<file path="config.mk">
export PLATFORM = sky130hd
export DESIGN_NAME = rd_defer_tracker
export DESIGN_NICKNAME = d
export VERILOG_FILES = /design/src/rtl/rd_defer_pkg.sv /design/src/rtl/rd_defer_slot.sv /design/src/rtl/rd_defer_timer.sv /design/src/rtl/rd_defer_tracker.sv
export SDC_FILE = /design/constraint.sdc
export NUM_CORES = 1
export LEC_CHECK = 0
export BUFFER_PORTS_ARGS = -buffer_cell sky130_fd_sc_hd__buf_2
export CAP_MARGIN = 20
export CORE_MARGIN = 2
export CORE_UTILIZATION = 52
export DETAILED_ROUTE_END_ITERATION = 7
export GPL_ROUTABILITY_DRIVEN = 0
export PLACE_DENSITY = 0.84
export SETUP_SLACK_MARGIN = 0.15
export SYNTH_ARGS = -nofsm -noshare
export SYNTH_HDL_FRONTEND = slang
export SYNTH_SLANG_ARGS = --single-unit
</file>
<file path="constraint.sdc">
create_clock -name clk -period 1.9 [get_ports clk]
set_input_delay 0.095 -clock clk [delete_from_list [all_inputs] [get_ports clk]]
set_output_delay 0.095 -clock clk [all_outputs]
set_load 0.1 [all_outputs]
</file>
<file path="src/rtl/rd_defer_pkg.sv">
package rd_defer_pkg;
  typedef enum logic [1:0] {
    SLOT_EMPTY = 2'd0,
    SLOT_FETCH = 2'd1,
    SLOT_READY = 2'd2
  } slot_state_t;
endpackage

</file>
<file path="src/rtl/rd_defer_slot.sv">
module rd_defer_slot #(
  parameter int ADDR_W = 32,
  parameter int CMD_W  = 4
) (
  input  logic              clk,
  input  logic              rst_n,
  input  logic              load_en,
  input  logic [ADDR_W-1:0] in_addr,
  input  logic [CMD_W-1:0]  in_cmd,
  output logic [ADDR_W-1:0] held_addr,
  output logic [CMD_W-1:0]  held_cmd,
  output logic              same_req
);
  logic [ADDR_W-1:0] addr_q, addr_d;
  logic [CMD_W-1:0]  cmd_q, cmd_d;

  always_comb begin
    addr_d = addr_q;
    cmd_d  = cmd_q;
    if (load_en) begin
      addr_d = in_addr;
      cmd_d  = in_cmd;
    end
  end

  always_ff @(posedge clk or negedge rst_n) begin
    if (!rst_n) begin
      addr_q <= '0;
      cmd_q  <= '0;
    end else begin
      addr_q <= addr_d;
      cmd_q  <= cmd_d;
    end
  end

  assign held_addr = addr_q;
  assign held_cmd  = cmd_q;
  assign same_req  = (in_addr == addr_q) && (in_cmd == cmd_q);
endmodule

</file>
<file path="src/rtl/rd_defer_timer.sv">
module rd_defer_timer #(
  parameter int EXPIRE_CYCLES = 65536
) (
  input  logic clk,
  input  logic rst_n,
  input  logic run,
  output logic expired
);
  localparam int CNT_W = $clog2(EXPIRE_CYCLES + 1);
  localparam logic [CNT_W-1:0] LIMIT = CNT_W'(EXPIRE_CYCLES);

  logic [CNT_W-1:0] cnt_q, cnt_d;

  always_comb begin
    cnt_d = cnt_q;
    if (!run)
      cnt_d = '0;
    else if (cnt_q != LIMIT)
      cnt_d = cnt_q + 1'b1;
  end

  always_ff @(posedge clk or negedge rst_n) begin
    if (!rst_n) cnt_q <= '0;
    else        cnt_q <= cnt_d;
  end

  assign expired = run && (cnt_q == LIMIT);
endmodule

</file>
<file path="src/rtl/rd_defer_tracker.sv">
module rd_defer_tracker #(
  parameter int ADDR_W        = 32,
  parameter int CMD_W         = 4,
  parameter int EXPIRE_CYCLES = 65536
) (
  input  logic              clk,
  input  logic              rst_n,
  input  logic              req_valid,
  input  logic [ADDR_W-1:0] req_addr,
  input  logic [CMD_W-1:0]  req_cmd,
  input  logic              cpl_ready,
  output logic              req_hit,
  output logic              req_retry,
  output logic              discard,
  output logic              fetch_go,
  output logic [ADDR_W-1:0] fetch_addr,
  output logic [CMD_W-1:0]  fetch_cmd
);
  import rd_defer_pkg::*;

  slot_state_t st_q, st_d;
  logic        load_en, same_req, expired, go_q;

  rd_defer_slot #(.ADDR_W(ADDR_W), .CMD_W(CMD_W)) u_slot (
    .clk(clk), .rst_n(rst_n), .load_en(load_en),
    .in_addr(req_addr), .in_cmd(req_cmd),
    .held_addr(fetch_addr), .held_cmd(fetch_cmd), .same_req(same_req)
  );

  rd_defer_timer #(.EXPIRE_CYCLES(EXPIRE_CYCLES)) u_timer (
    .clk(clk), .rst_n(rst_n), .run(st_q == SLOT_READY), .expired(expired)
  );

  always_comb begin
    st_d      = st_q;
    load_en   = 1'b0;
    req_hit   = 1'b0;
    req_retry = 1'b0;
    discard   = 1'b0;
    unique case (st_q)
      SLOT_EMPTY: begin
        if (req_valid) begin
          req_retry = 1'b1;
          load_en   = 1'b1;
          st_d      = SLOT_FETCH;
        end
      end
      SLOT_FETCH: begin
        req_retry = req_valid;
        if (cpl_ready) st_d = SLOT_READY;
      end
      SLOT_READY: begin
        if (expired) begin
          discard   = 1'b1;
          req_retry = req_valid;
          st_d      = SLOT_EMPTY;
        end else if (req_valid && same_req) begin
          req_hit = 1'b1;
          st_d    = SLOT_EMPTY;
        end else begin
          req_retry = req_valid;
        end
      end
      default: st_d = SLOT_EMPTY;
    endcase
  end

  always_ff @(posedge clk or negedge rst_n) begin
    if (!rst_n) begin
      st_q <= SLOT_EMPTY;
      go_q <= 1'b0;
    end else begin
      st_q <= st_d;
      go_q <= load_en;
    end
  end

  assign fetch_go = go_q;
endmodule

</file>
* Yosys cells after proc, flatten, opt, wreduce, memory -nomap -nowiden *
Cells that the tools add are included.

storage, ports and cells
  register bits = 56

operators by class
  reductions and logical operators = 5
  muxes and demuxes = 17
  $add $sub $neg = 1
  eq/ne operators = 10

operators by type and width
  cell                   count
  $mux 17                2
  $eq 32x32->1           1
  $add 17x1->17 const B  1
  $eq 17x17->1 const B   1
  $ne 17x17->1 const B   1
  $mux 1                 9
  $mux 2                 4
  $ne 2x2->1 const B     3
  $pmux 2 s3             1
  $eq 4x4->1             1
  $logic_and 1x1->1      3
  $ne 3x3->1 const B     1
  $pmux 1 s3             1
  $reduce_and 3->1       1
  $eq 2x1->1 const B     1
  $eq 2x2->1 const B     1
  $logic_not 2->1        1

* Longest topological paths before layout *
  depth after elaboration = 6
  mapped depth = 7
  mapped depth without buffers = 7

* By module *
Synthesis repeated with hierarchy kept, for this count alone.

second synthesis, totals
  cells, all modules = 233
  area total of the unflattened synthesis = 2768.9 sq um

by module, submodules not included
  module            area each (sq um)  instances  cells an instance
  rd_defer_slot     1721.7             1          124
  rd_defer_timer    887.1              1          92
  rd_defer_tracker  160.2              1          17

* Worst setup path before layout *
OpenSTA, ideal clock, no wires.

  path type = reg-to-output
  start = reg u_slot.addr_q[20] (netlist: u_slot.held_addr[20])
  end = out req_hit
  data required time = 1805 ps
  path buffers = 0
  stages on the path, launching flop included = 6
  arrival = 3746 ps
  path slack = -1941 ps
  path through = dfrtp_1 > xnor2_1 > nand4_1 > nor4_2 > nand4_1 > nor3_1

between the ends
  cells in the longest elaborated chain, start to end = 6

RTL lines
  item                    line                    text
  start, declared         rd_defer_slot.sv:14     logic [ADDR_W-1:0] addr_q, addr_d;
  start signal, assigned  rd_defer_slot.sv:31     addr_q <= addr_d;
  $eq 32x32->1            rd_defer_slot.sv:38     assign same_req = (in_addr == addr_q) && (in_cmd == cmd_q);
  $logic_and 1x1->1       rd_defer_slot.sv:38
  $logic_and 1x1->1       rd_defer_tracker.sv:57  end else if (req_valid && same_req) begin
  $mux 1                  rd_defer_tracker.sv:57
  $mux 1                  rd_defer_tracker.sv:53  if (expired) begin
  $mux 1                  rd_defer_tracker.sv:40  unique case (st_q)
  end, declared           rd_defer_tracker.sv:12  output logic req_hit,

No other way between the ends.

* Worst setup path after layout *
  start = reg u_slot.addr_q[23] (netlist: u_slot.held_addr[23])
  end = out req_retry

between the ends
  cells in the longest elaborated chain, start to end = 6

RTL lines
  item               line                    text
  $eq 32x32->1       rd_defer_slot.sv:38
  $logic_and 1x1->1  rd_defer_slot.sv:38
  $logic_and 1x1->1  rd_defer_tracker.sv:57
  $mux 1             rd_defer_tracker.sv:57
  $mux 1             rd_defer_tracker.sv:53
  $pmux 1 s3         rd_defer_tracker.sv:40
  end, declared      rd_defer_tracker.sv:13  output logic req_retry,

No other way between the ends.

==> results.sh <==
export IMPL_outcome="finished with violations"
export IMPL_violations="negative setup slack"
export IMPL_cts_tree="yes"
export IMPL_cts_inserted_buffers=5
export IMPL_max_freq_mhz=458.9
export IMPL_antenna_found_initial=0
export IMPL_crit_end="req_retry"
export IMPL_slowest_stage="dfrtp_4"
export IMPL_cpPeakStageDelay_ns=0.50
export IMPL_root_buffer="clkbuf_8"
export IMPL_yosysTopAreaCell="dfrtp_1"
export IMPL_postSynthNetCount=269
export IMPL_synthAdderAreaFrac_pct=0.9017
export IMPL_final_period_utilization_pct=114.7
export IMPL_r2r_cells=6
export IMPL_critPathTopFamily="simple AND/OR/NAND/NOR gates"
export IMPL_synth_seq_area_share_pct=50.50
export IMPL_clk_latency_ns=0.31
export IMPL_io_pins=80
export IMPL_grt_overflow_total=0
export IMPL_routedWlPerCell_um=15.29
export IMPL_layout_drive_gt1_share_pct=57.23
export IMPL_final_antenna_net_count=0
export IMPL_synth_top_family_by_area="XOR/XNOR gates"
export IMPL_finClkSkew_ns=0.005395
export IMPL_area_growth_pct=35.21
export IMPL_dp_slack_ns=0.02629
export IMPL_htree_num_levels=2
export IMPL_grt_pass1_vias=2021
export IMPL_regToRegEndpoint="st_q[1]"
export IMPL_rows=26
export IMPL_multi_input_area_mm2=0.001478
export IMPL_yosysTopAreaCellShare_pct=50.50
export IMPL_final_area_mm2=0.003752
export IMPL_fp_coreArea_mm2=0.005140
export IMPL_reg2reg_from="u_slot.held_addr[23]"
export IMPL_grt_setup_unrepaired="yes"
export IMPL_vias=2033
export IMPL_synthTopCellsByArea="dfrtp_1 50%, xnor2_1 13%, mux2_2 7.7%"
export IMPL_fp_dieArea_mm2=0.005937
export IMPL_synth_edf_count=0
export IMPL_ys_ff_latch=56
export IMPL_grt_util_all_layers_pct=19.97
export IMPL_synth_cell_types=33
export IMPL_cts_sinks=56
export IMPL_detail_route_vias_per_cell=5.147
export IMPL_arrival_ns=2.08
export IMPL_end_kind="primary output"
export IMPL_dp_hpwl_um=4115
export IMPL_timing_reg2reg_setup_slack_ns=0.12
export IMPL_setup_viol=2
export IMPL_syn_inst=227
export IMPL_slew_headroom_pct=62.19
export IMPL_initial_core_util_pct=53.99
export IMPL_yosysWarnings=0
export IMPL_io_buffers=79
export IMPL_clkSlewWorstSetupHoldPaths_ns=0.10
export IMPL_worst_slack_ns=-0.2791
export IMPL_cp_start_kind="flop"
export IMPL_chipHeight_um=77.06
export IMPL_grt_max_degree=34
export IMPL_async_flop_share_pct=100.0
export IMPL_final_max_slew_viol_count=0
export IMPL_synth_mux_area_share_pct=14.97
export IMPL_place_area_mm2=0.003420
export IMPL_final_cell_mix="76 x buf_2, 31 x xnor2_1, 22 x dfrtp_2"
export IMPL_remaining_drc_errors=0
export IMPL_crit_chain="xnor2_2 > nand4_1 > nor4_4 > buf_4 > a41o_1 > a21oi_4 > buf_12"
export IMPL_hold_path_class="primary input to flop"
export IMPL_hold_viol=0
export IMPL_synth_avg_cell_area_um2=12.23
export IMPL_regArea_mm2=0.001481
export IMPL_synthXorXnorAreaFrac_pct=15.78
export IMPL_worst_pin_slew_ns=0.5672
export IMPL_drt_iter0_drc=70
export IMPL_critPathKind="flop to primary output"
export IMPL_crit_required_ns=1.80
export IMPL_critical_path_buf_inv_count=2
export IMPL_fillers=360
export IMPL_grt_pass1_wl_um=9425
export IMPL_drt_pass1_iter_count=4
export IMPL_period_needed_ns=2.179
export IMPL_critical_path_max_fanout=2
export IMPL_antenna_cells=0
export IMPL_clock_path_buffers=2
export IMPL_synth_area_mm2=0.002775
export IMPL_yosys_area_share_simple_pct=14.02
export IMPL_crit_cells=7
export IMPL_wl_um=6041
export IMPL_synth_flop_cell="dfrtp_1"
export IMPL_maxCapViolations=0
export IMPL_synth_compound_area_share_pct=1.758
export IMPL_final_common_cell="buf_2"
export IMPL_fp_dieW_um=77.06
export IMPL_fin_nets=366
export IMPL_critPathLaunch="u_slot.held_addr[23]"
[Yosys cell counts, types with 2 or more instances]
library cell,count
and2b_2,2
nor2_1,21
mux2_2,19
xor2_1,9
o21ai_0,2
nor4_1,2
dfrtp_1,56
xnor2_1,41
inv_1,4
nand2_1,7
nor4b_2,2
a21oi_1,2
a41o_1,2
nand4_1,14
ha_1,2
and3_1,3
nand3_1,4
mux2_1,17
nor3_1,2
buf_6,3
[cell families (layout without fill, tap and decap cells)]
logic type,count (synthesis),count (layout)
adders and majority gates,2,2
xor gates and xnor gates,50,50
DFF,56,56
buffers and inverters,9,107
and+or+nand+nor,66,66
muxes,37,37
AOI/OAI and AO/OA,7,7
[cell type report]
class	count	area share, %
flip-flops and latches	56	39.48
repair buffers	95	15.54
clock buffers	6	1.934
well taps	70	2.334
clock inverters	2	0.9336
inverters	4	0.4001
multi-input cells	162	39.38
[layer usage]
layer	up-vias	global-route usage (%)	routed length (um)
li1	987	-	-
met1	984	25.78	2589
met2	55	33.51	3023
met3	7	5.647	348
met4	0	4.821	79
met5	-	0	0
[flip-flops by register name, summed over array words and instances, names as in the netlist]
register / flops
fetch_go: 1
st_q: 2
u_slot.held_addr: 32
u_slot.held_cmd: 4
u_timer.cnt_q: 17
[metrics by stage]
step                TNS, ns  cells  util, %  hold WS (ns)
detailed placement        0    377    66.53        0.1174
global placement          0    377    66.53        0.1121
global route        -0.7509    395    73.00       0.02668
CTS                 -0.5027    391    71.13       0.01754
floorplan           -0.5315    227        -       -0.2006
finish              -0.5385    395    73.00       0.02050
[worst min path at each step]
stage	from	endpoint	slack [ns]	depth (start not counted)
after floorplan	rst_n	fetch_go	-0.20	0
after global placement	rst_n	u_slot.held_addr[10]	0.11	1
after detailed placement	rst_n	u_slot.held_addr[13]	0.12	1
after CTS	req_addr[18]	u_slot.held_addr[18]	0.02	2
after global routing	req_addr[17]	u_slot.held_addr[17]	0.03	2
final	req_addr[18]	u_slot.held_addr[18]	0.02	2
[worst register-to-register path, cell delays in order, from the launching register on]
cell and delay [ns]:
dfrtp_4 0.50, xnor2_2 0.17, nand4_1 0.18, nor4_4 0.35, buf_4 0.16, nand4_1 0.07, a41o_1 0.25
[timing repair]
item / in CTS / in global routing
setup endpoints to repair: 4 / 6
hold buffers: 1 / 0
cloned: 0 / 0
setup buffers: 5 / 4
pin swaps: 12 / 10
hold endpoints to repair: 23 / 0
gates resized for setup: 13 / 11
Power is left out: the tool's default activity adds up to more than one toggle a clock period on the data nets, which glitch-free logic cannot reach.
